### src/rtl/clkgen_pkg.sv
`timescale 1ns/1ps
package clkgen_pkg;
  localparam int CNT_W  = 12;  // frame counter width, holds up to 2304
  localparam int BIT_W  = 3;   // bit-period counter width, holds up to 6
  localparam int RATE_W = 4;
  localparam int NUM_CH = 2;   // record, playback

  typedef struct packed {
    logic              usb;
    logic [RATE_W-1:0] rate;
    logic              osr;
    logic              coreDiv2;
    logic              outDiv2;
  } cfg_t;

  // control to datapath: restart strobe plus the decoded ratios
  typedef struct packed {
    logic             restart;
    logic             coreDiv2;
    logic             outDiv2;
    logic [CNT_W-1:0] recDiv;
    logic [CNT_W-1:0] pbDiv;
    logic [BIT_W-1:0] bitDiv;
  } ctrl_t;
endpackage

### src/rtl/clkgen_ctrl.sv
`timescale 1ns/1ps
module clkgen_ctrl
  import clkgen_pkg::*;
(
  input  logic  clk,
  input  logic  rstN,
  input  cfg_t  cfgIn,
  output ctrl_t ctl,
  output logic  cfgErr
);
  cfg_t cfgQ;
  logic known;
  logic [CNT_W-1:0] recD, pbD;
  logic [BIT_W-1:0] bitD;
  logic [CNT_W-1:0] baseD, longD, shortD;

  always_ff @(posedge clk or negedge rstN) begin
    if (!rstN) cfgQ <= '0;
    else       cfgQ <= cfgIn;
  end

  // standard-mode ratio family: base, six times base, half base
  assign baseD  = cfgQ.osr ? CNT_W'(384)  : CNT_W'(256);
  assign longD  = cfgQ.osr ? CNT_W'(2304) : CNT_W'(1536);
  assign shortD = cfgQ.osr ? CNT_W'(192)  : CNT_W'(128);

  always_comb begin
    known = 1'b1;
    recD  = baseD;
    pbD   = baseD;
    bitD  = cfgQ.osr ? BIT_W'(6) : BIT_W'(4);
    if (!cfgQ.usb) begin
      unique case (cfgQ.rate)
        4'b0000, 4'b1000: begin recD = baseD;  pbD = baseD;  end
        4'b0001:          begin recD = baseD;  pbD = longD;  end
        4'b0010:          begin recD = longD;  pbD = baseD;  end
        4'b0011:          begin recD = longD;  pbD = longD;  end
        4'b0111, 4'b1111: begin
          recD = shortD;
          pbD  = shortD;
          bitD = cfgQ.osr ? BIT_W'(3) : BIT_W'(2);
        end
        default: known = 1'b0;
      endcase
    end else begin
      bitD = BIT_W'(1);
      if (!cfgQ.osr) begin
        unique case (cfgQ.rate)
          4'b0000: recD = CNT_W'(250);
          4'b0011: recD = CNT_W'(1500);
          4'b0111: recD = CNT_W'(125);
          4'b0110: recD = CNT_W'(375);
          4'b1110: recD = CNT_W'(500);
          4'b1010: recD = CNT_W'(750);
          4'b1000: recD = CNT_W'(1000);
          default: known = 1'b0;
        endcase
      end else begin
        unique case (cfgQ.rate)
          4'b1000: recD = CNT_W'(272);
          4'b1011: recD = CNT_W'(1496);
          4'b1111: recD = CNT_W'(136);
          4'b1101: recD = CNT_W'(544);
          4'b1100: recD = CNT_W'(1088);
          default: known = 1'b0;
        endcase
      end
      pbD = recD;
    end
    if (!known) begin
      recD = cfgQ.usb ? CNT_W'(250) : CNT_W'(256);
      pbD  = recD;
      bitD = cfgQ.usb ? BIT_W'(1) : BIT_W'(4);
    end
  end

  assign cfgErr       = ~known;
  assign ctl.restart  = (cfgIn != cfgQ);
  assign ctl.coreDiv2 = cfgQ.coreDiv2;
  assign ctl.outDiv2  = cfgQ.outDiv2;
  assign ctl.recDiv   = recD;
  assign ctl.pbDiv    = pbD;
  assign ctl.bitDiv   = bitD;
endmodule

### src/rtl/clkgen_framediv.sv
`timescale 1ns/1ps
module clkgen_framediv #(
  parameter int W = 12
) (
  input  logic         clk,
  input  logic         rstN,
  input  logic         restart,
  input  logic         tick,
  input  logic [W-1:0] div,
  output logic         stb,
  output logic         lr
);
  logic [W-1:0] cnt;
  logic [W:0]   half;

  assign half = ({1'b0, div} + (W+1)'(1)) >> 1;

  always_ff @(posedge clk or negedge rstN) begin
    if (!rstN)        cnt <= '0;
    else if (restart) cnt <= '0;
    else if (tick)    cnt <= (cnt == div - W'(1)) ? '0 : cnt + W'(1);
  end

  assign stb = tick && (cnt == '0);
  assign lr  = !restart && ({1'b0, cnt} < half);
endmodule

### src/rtl/clkgen_dp.sv
`timescale 1ns/1ps
module clkgen_dp
  import clkgen_pkg::*;
(
  input  logic  clk,
  input  logic  rstN,
  input  ctrl_t ctl,
  output logic  coreEn,
  output logic  clkOutEn,
  output logic  bitEn,
  output logic  recStb,
  output logic  recLr,
  output logic  pbStb,
  output logic  pbLr
);
  logic divPh, coPh;
  logic [BIT_W-1:0] bitCnt;
  logic [CNT_W-1:0] chDiv [NUM_CH];
  logic [NUM_CH-1:0] chStb, chLr;

  always_ff @(posedge clk or negedge rstN) begin
    if (!rstN)            divPh <= 1'b0;
    else if (ctl.restart) divPh <= 1'b0;
    else                  divPh <= ~divPh;
  end

  assign coreEn = !ctl.restart && (!ctl.coreDiv2 || divPh);

  always_ff @(posedge clk or negedge rstN) begin
    if (!rstN) begin
      coPh   <= 1'b0;
      bitCnt <= '0;
    end else if (ctl.restart) begin
      coPh   <= 1'b0;
      bitCnt <= '0;
    end else if (coreEn) begin
      coPh   <= ~coPh;
      bitCnt <= (bitCnt == ctl.bitDiv - BIT_W'(1)) ? '0 : bitCnt + BIT_W'(1);
    end
  end

  assign clkOutEn = coreEn && (!ctl.outDiv2 || !coPh);
  assign bitEn    = coreEn && (bitCnt == '0);

  assign chDiv[0] = ctl.recDiv;
  assign chDiv[1] = ctl.pbDiv;

  for (genvar ch = 0; ch < NUM_CH; ch++) begin : g_frame
    clkgen_framediv #(.W(CNT_W)) u_div (
      .clk     (clk),
      .rstN    (rstN),
      .restart (ctl.restart),
      .tick    (coreEn),
      .div     (chDiv[ch]),
      .stb     (chStb[ch]),
      .lr      (chLr[ch])
    );
  end

  assign recStb = chStb[0];
  assign recLr  = chLr[0];
  assign pbStb  = chStb[1];
  assign pbLr   = chLr[1];
endmodule

### src/rtl/audio_clkgen.sv
`timescale 1ns/1ps
module audio_clkgen
  import clkgen_pkg::*;
(
  input  logic              clk,
  input  logic              rstN,
  input  logic              usbMode,
  input  logic [RATE_W-1:0] rateCode,
  input  logic              baseOsr,
  input  logic              coreDiv2,
  input  logic              outDiv2,
  output logic              coreEn,
  output logic              clkOutEn,
  output logic              bitEn,
  output logic              recStb,
  output logic              recLr,
  output logic              pbStb,
  output logic              pbLr,
  output logic              cfgErr
);
  cfg_t  cfgIn;
  ctrl_t ctl;

  assign cfgIn = '{usb: usbMode, rate: rateCode, osr: baseOsr,
                   coreDiv2: coreDiv2, outDiv2: outDiv2};

  clkgen_ctrl u_ctrl (
    .clk    (clk),
    .rstN   (rstN),
    .cfgIn  (cfgIn),
    .ctl    (ctl),
    .cfgErr (cfgErr)
  );

  clkgen_dp u_dp (
    .clk      (clk),
    .rstN     (rstN),
    .ctl      (ctl),
    .coreEn   (coreEn),
    .clkOutEn (clkOutEn),
    .bitEn    (bitEn),
    .recStb   (recStb),
    .recLr    (recLr),
    .pbStb    (pbStb),
    .pbLr     (pbLr)
  );
endmodule

### config.mk
export PLATFORM = sky130hd
export DESIGN_NAME = audio_clkgen
export DESIGN_NICKNAME = d
export VERILOG_FILES = /design/src/rtl/clkgen_pkg.sv /design/src/rtl/clkgen_ctrl.sv /design/src/rtl/clkgen_framediv.sv /design/src/rtl/clkgen_dp.sv /design/src/rtl/audio_clkgen.sv
export SDC_FILE = /design/constraint.sdc
export NUM_CORES = 1
export LEC_CHECK = 0
export ABC_CLOCK_PERIOD_IN_PS = 5700
export BUFFER_PORTS_ARGS = -buffer_cell sky130_fd_sc_hd__clkbuf_2
export CORE_UTILIZATION = 45
export CTS_BUF_LIST = sky130_fd_sc_hd__clkbuf_16
export CTS_CLUSTER_DIAMETER = 120
export DETAILED_ROUTE_END_ITERATION = 12
export SLEW_MARGIN = 20
export SYNTH_ARGS = -nofsm -noshare
export SYNTH_HDL_FRONTEND = slang
export SYNTH_SLANG_ARGS = --single-unit
export TNS_END_PERCENT = 1
### constraint.sdc
create_clock -name clk -period 5.7 [get_ports clk]
set_input_delay 1.14 -clock clk [delete_from_list [all_inputs] [get_ports clk]]
set_output_delay 1.14 -clock clk [all_outputs]
set_load 0.1 [all_outputs]
After elaboration in Yosys (flattened, before gate mapping):

Cells that the tools add are included.

* logic and storage cells: 99
* output and inout bits: 8
* input bits: 10
* flip-flop bits (word level): 37

* bitwise operators: 3
* add/subtract/negate cells: 8
* multiplexer cells: 36
* order comparisons: 2
* reductions and logical operators: 24
* eq/ne operators: 16

Operators with widths (count)
* 12-bit two-way mux: 12
* 12-bit one-hot mux with 7 select lines: 1
* 12-bit one-hot mux with 5 select lines: 1
* 12-bit one-hot mux with 2 select lines: 2
* 4-bit == test (second input constant): 7
* 12-bit by 1-bit adder with 13-bit output (second input constant): 2
* 12-bit by 1-bit adder with 12-bit output (second input constant): 2
* 12-bit == test: 2
* 12-bit zero test: 2
* 12-bit less-than comparator: 2
* 12-bit by 1-bit subtractor with 12-bit output (second input constant): 2
* 3-bit two-way mux: 7
* 7-bit OR reduction: 2
* 1-bit two-way mux: 9
* 9-bit two-way mux: 1
* 4-bit by 2-bit == test with 1-bit output (second input constant): 2
* 4-bit by 3-bit == test with 1-bit output (second input constant): 2
* 8-bit two-way mux: 1
* 8-bit != test: 1
* 1-bit logical AND: 7
* 7-bit two-way mux: 1
* 2-bit OR reduction: 3
* 5-bit OR reduction: 1
* 4-bit by 1-bit == test with 1-bit output (second input constant): 1
* 10 further kinds: 16

Depth between registers and ports, before layout:

* depth in word-level cells: 11
* gate-level depth with buffers: 18

Hierarchy:

From an unflattened synthesis, not the netlist that was laid out.

* cells, all modules: 536
* area total of the unflattened synthesis: 4319.1 µm²

Modules (own cells, without submodules)
* clkgen_framediv: area each 1493.9 µm², cells an instance 183, sequential area each 300.3 µm², times used 2
* clkgen_ctrl: area each 1007.2 µm², cells an instance 139, sequential area each 200.2 µm², times used 1
* clkgen_dp: area each 324.1 µm², cells an instance 31, sequential area each 125.1 µm², times used 1

Worst setup path after synthesis:

Ideal clock, no wire load.

* path kind: register to output
* from: reg u_ctrl.cfgQ[3] in the netlist's numbering
* to: out recLr
* arrival time: 4.721 ns
* path slack: -0.161 ns
* data required time: 4.560 ns
* path buffers: 3
* cell stages (with the launch flop): 18
* cells stage by stage: dfrtp_1 -> buf_6 -> buf_6 -> buf_4 -> nor2b_1 -> a21oi_1 -> o21ai_0 -> a221oi_1 -> ha_1 -> xor2_1 -> ha_1 -> a21o_1 -> a21o_1 -> a211o_1 -> a21oi_1 -> o21ai_0 -> a31o_2 -> a31oi_1

* word-level cells in the longest chain between the ends: 9
* elaborated cells between the ends (all ways): 34
* those cells by class: add/sub: 1; order compare: 1; eq/ne: 13; mux: 11; reduce/logical: 8

Ends and longest elaborated chain
* from (decl): line clkgen_ctrl.sv:11 `cfg_t cfgQ;`
* from (signal assigned): line clkgen_ctrl.sv:19 `else cfgQ <= cfgIn;`
* 4-bit by 2-bit == test with 1-bit output, or another cell as far along: line clkgen_ctrl.sv:33, clkgen_ctrl.sv:48
* 7-bit OR reduction (no source line) or 5-bit OR reduction (tied branches)
* 1-bit two-way mux (on tied branches): line clkgen_ctrl.sv:48, clkgen_ctrl.sv:59
* 1-bit two-way mux: line clkgen_ctrl.sv:47 `if (!cfgQ.osr) begin`
* 1-bit two-way mux: line clkgen_ctrl.sv:32 `if (!cfgQ.usb) begin`
* 12-bit two-way mux: line clkgen_ctrl.sv:70 `if (!known) begin`
* 12-bit by 1-bit adder with 13-bit output: line clkgen_framediv.sv:16 `assign half = ({1'b0, div} + (W+1)'(1)) >> 1;`
* 12-bit less-than comparator: line clkgen_framediv.sv:25 `assign lr = !restart && ({1'b0, cnt} < half);`
* 1-bit logical AND *: line clkgen_framediv.sv:25
* to (decl): line audio_clkgen.sv:16 `output logic recLr,`

Every way passes the cells marked *; elsewhere a longest branch is shown, timed or not.

Worst setup path after layout:

* from: reg u_ctrl.cfgQ[6] in the netlist's numbering
* to: out recLr

The elaborated chain is that of the path after synthesis.

==> summary.md <==
The async set-reset flop share out of synthesis works out to 1.00. In this run, CTS created clock tree buffers numbering 5. The detail route stage leaves a number of antenna-violating nets equal to 0.

Sorting the synthesized cells by area gives the leading types as dfrtp_1 (24%), ha_1 (9.9%), xnor2_1 (4.9%). The routed length per placed instance is 17.8 µm. At the pin with the least slew margin, the transition time is 0.879 ns.

Worst setup path startpoint: u_ctrl.cfgQ[6]$_DFF_PN0_. For the number of antenna violations at the first check in global routing, the log shows 0. Compared with the post-synthesis result, the final layout area differs by 7.57%. The floorplan step set the die height to 95.5 µm. The die width was 95.5 µm; the number of instances on the worst hold path was 1. Of all nets on the critical path, the largest fanout is 16. The worst setup path is of the register to primary output kind. The standard-cell row count came out at 33. After routing the design area is 4230 µm². Number of cell instances on the worst register-to-register path: 14. CTS saw 37 sinks. After synthesis, the netlist uses 70 different library cells. In this run, synthesis inferred 0 flip-flops with an integrated enable. The run gives 9120 µm² as the die area. The number of maximum-capacitance violations came out at 0. The number of buffers added on ports is 17, and the number of warnings reported in the yosys synthesis log is 0. The first global-routing pass estimated 17.4 mm of wire.

Final number of max-transition violations: 0. The starting utilization of the core area was 0.472; the via count was 3,606. The worst path needs 5.28 ns of the cycle, external delays included. The final hold violation count was 0.

Between clock sinks in the finished design, the worst skew comes to 0.00823 ns. The endpoint identified for the worst register-to-register timing path is u_dp.g_frame[0].u_div.cnt[9]$_DFFE_PN0P_. Top flip-flop cell by instance count after synthesis: dfrtp_1. Tightest slew margin relative to the limit: 0.414. STA classifies the critical path endpoint as a primary output. The final critical-path share of the clock period is 0.926, and the number of setup buffers added after CTS is 0. The end point of the critical path is recLr.

After clock tree synthesis, the clock-pin slew on the worst setup and hold paths is 0.06 ns. During I/O placement, the number of pins put on the boundary was 18. The tightest hold path in the finished design has a slack of 0.444 ns. The number of diodes came out at 0.

The type of element launching the critical path was a register. Setup violations remaining at the end of the flow were counted as 0. For the portion of the post-synthesis area used by sequential elements, the log shows 0.235. The worst min-delay path category was register to register. The tools report the DRC violation total after the first TritonRoute iteration as 188. The logs give 579 for the placed cell count and 0.877 for the weighted congestion reported at the end of routability-driven placement. In this run the cell area measured after placement is 4060 µm².

After filler insertion, the fill cell instance count of the layout stands at 805. In this run the power density over the cells is 174 nW/µm². The H-tree was split into 2 levels. For the count of placed standard cells in the final layout, fillers left out, the log shows 587. Averaged over all synthesized cells, the footprint is 8.18 µm². The internal reg-to-reg setup slack was 1.89 ns; the overall global routing resource usage was 0.249. The area share of the leading cell type in the synthesized netlist is 0.235, and the insertion delay of the later-clocked pin in the worst-skew pair is 0.29 ns. Number of nets in the layout: 522. Layout cell share with drive strength beyond 1: 0.112. For the detailed-routing iteration count for the pre-antenna-repair pass, the log shows 5. IR analysis of the VDD net gives a maximum drop of 0.0937 mV. The cell chosen for the clock root was clkbuf_16. Synthesis inferred 37 register bits.

The total overflow left after global routing is 0. The longest clock path from root to sink contains 2 buffers. Derived from the worst setup path, the maximum achievable clock frequency is 0.189 GHz. Wire length after detailed routing: 10.4 mm. The mapped netlist covers 3940 µm². The total core area came out at 8340 µm². The run gives 38 as the largest net degree at the start of global routing. The flow ran to the end, and the final reports show no timing, DRC or antenna violations. The run gives 1.85 nW as the total leakage power. Setup repair after global routing left no endpoint under its margin.

Yosys instantiated no cell more often than dfrtp_1. The startpoint identified for the worst register-to-register timing path is u_ctrl.cfgQ[6]$_DFF_PN0_. TritonCTS built the clock tree. The post-synthesis cell type with the largest combined area is dfrtp_1. Using the TritonRoute via totals, the vias-per-cell ratio works out to 6.14. Counting every instance in the synthesized netlist gives 481. In the routed design, unresolved DRC markers number 0. Data on the critical path is required at its endpoint by 4.56 ns. The logs give 0 for the post-cts resize count and 3,380 for the via count of the first global-routing pass.

The run gives 4.14 ns as the data arrival time of the worst path. The commonest cells after synthesis are dfrtp_1 (37), ha_1 (31), nand3_1 (31), nor2_1 (31), nand2_1 (30). The wire-length estimate of the detail-placed layout is 7.57 mm. After clock tree synthesis, the flow added hold-fix buffers numbering 0.
[cells in the final DEF, fill, tap and decap left out, types with 8 or more instances in the layout]
cell | netlist | routed
dfrtp_1 | 37 | 37
nand3_1 | 31 | 31
ha_1 | 31 | 31
nor2_1 | 31 | 30
nand2_1 | 30 | 30
a21oi_1 | 27 | 27
inv_1 | 25 | 26
xnor2_1 | 22 | 22
o21ai_0 | 21 | 21
a31oi_1 | 22 | 21
xor2_1 | 17 | 17
clkbuf_2 | 0 | 14
nor3_1 | 13 | 13
and3_1 | 12 | 12
nand2b_1 | 9 | 9
buf_4 | 2 | 9
nand4_1 | 8 | 8
[critical path: stages (launching register included)]
cell,delay [ns]
dfrtp_1,0.66
nor2b_1,0.16
a21oi_1,0.14
o21ai_0,0.10
a221oi_2,0.44
ha_1,0.26
xor2_1,0.21
ha_1,0.26
a21o_1,0.15
a21o_1,0.17
a211o_1,0.28
a21oi_1,0.17
o21ai_0,0.11
a31o_2,0.25
a31oi_2,0.25
buf_12,0.21
[how the worst min path moves through the flow]
stage	from	to	slack, ns
floorplan	u_dp.divPh$_DFF_PN0_	u_dp.divPh$_DFF_PN0_	0.42
global placement	u_dp.divPh$_DFF_PN0_	u_dp.divPh$_DFF_PN0_	0.43
detailed placement	u_dp.divPh$_DFF_PN0_	u_dp.divPh$_DFF_PN0_	0.43
CTS	u_dp.divPh$_DFF_PN0_	u_dp.divPh$_DFF_PN0_	0.44
global route	u_dp.divPh$_DFF_PN0_	u_dp.divPh$_DFF_PN0_	0.48
finish	u_dp.divPh$_DFF_PN0_	u_dp.divPh$_DFF_PN0_	0.44
[kinds of logic after synthesis]
logic type	after synthesis	synth area share
buf+inv	59	0.0741
flops	37	0.235
mux	8	0.0207
fa+ha+maj	31	0.0986
compound gates	127	0.229
xor+xnor	40	0.0928
simple gates	178	0.248
other cells	1	0.000953
[per-stage QoR]
| step | setup TNS (ns) | util | setup slack (ns) | power, mW |
|---|---|---|---|---|
| 2_1_floorplan | -0.161 | - | -0.161 | 0.391 |
| 3_3_place_gp | 0 | 0.487 | 0.681 | 0.421 |
| 3_5_place_dp | 0 | 0.487 | 0.633 | 0.423 |
| 4_1_cts | 0 | 0.507 | 0.301 | 0.738 |
| 5_1_grt | 0 | 0.508 | 0.148 | 0.765 |
| 6_report | 0 | 0.508 | 0.420 | 0.738 |
[routing by layer]
metal | vias up | wire (µm) | GRT usage
li1 | 1753 | - | -
met1 | 1743 | 5060 | 0.356
met2 | 95 | 4680 | 0.382
met3 | 15 | 466 | 0.0335
met4 | 0 | 221 | 0.0871
met5 | - | 0 | 0
[layout make-up]
type,instances,area (µm²),share of cell area
multi-input cells,386,2740,0.646
clock inverters,3,37.5,0.00887
flip-flops and latches,37,926,0.219
well taps,105,131,0.0310
inverters,25,93.8,0.0222
clock buffers,5,125,0.0296
repair buffers,26,183,0.0432
[power breakdown]
part           internal (mW)  total [mW]  switching (mW)
clock                  0.203       0.318           0.114
combinational         0.0556       0.147          0.0915
sequential             0.266       0.273         0.00777
[registers in the layout, summed over array words and instances (netlist names)]
register / flops
u_ctrl.cfgQ: 6
u_ctrl.ctl: 2
u_dp.bitCnt: 3
u_dp.coPh: 1
u_dp.divPh: 1
u_dp.g_frame.u_div.cnt: 24
Power figures use the tool's default switching activity.
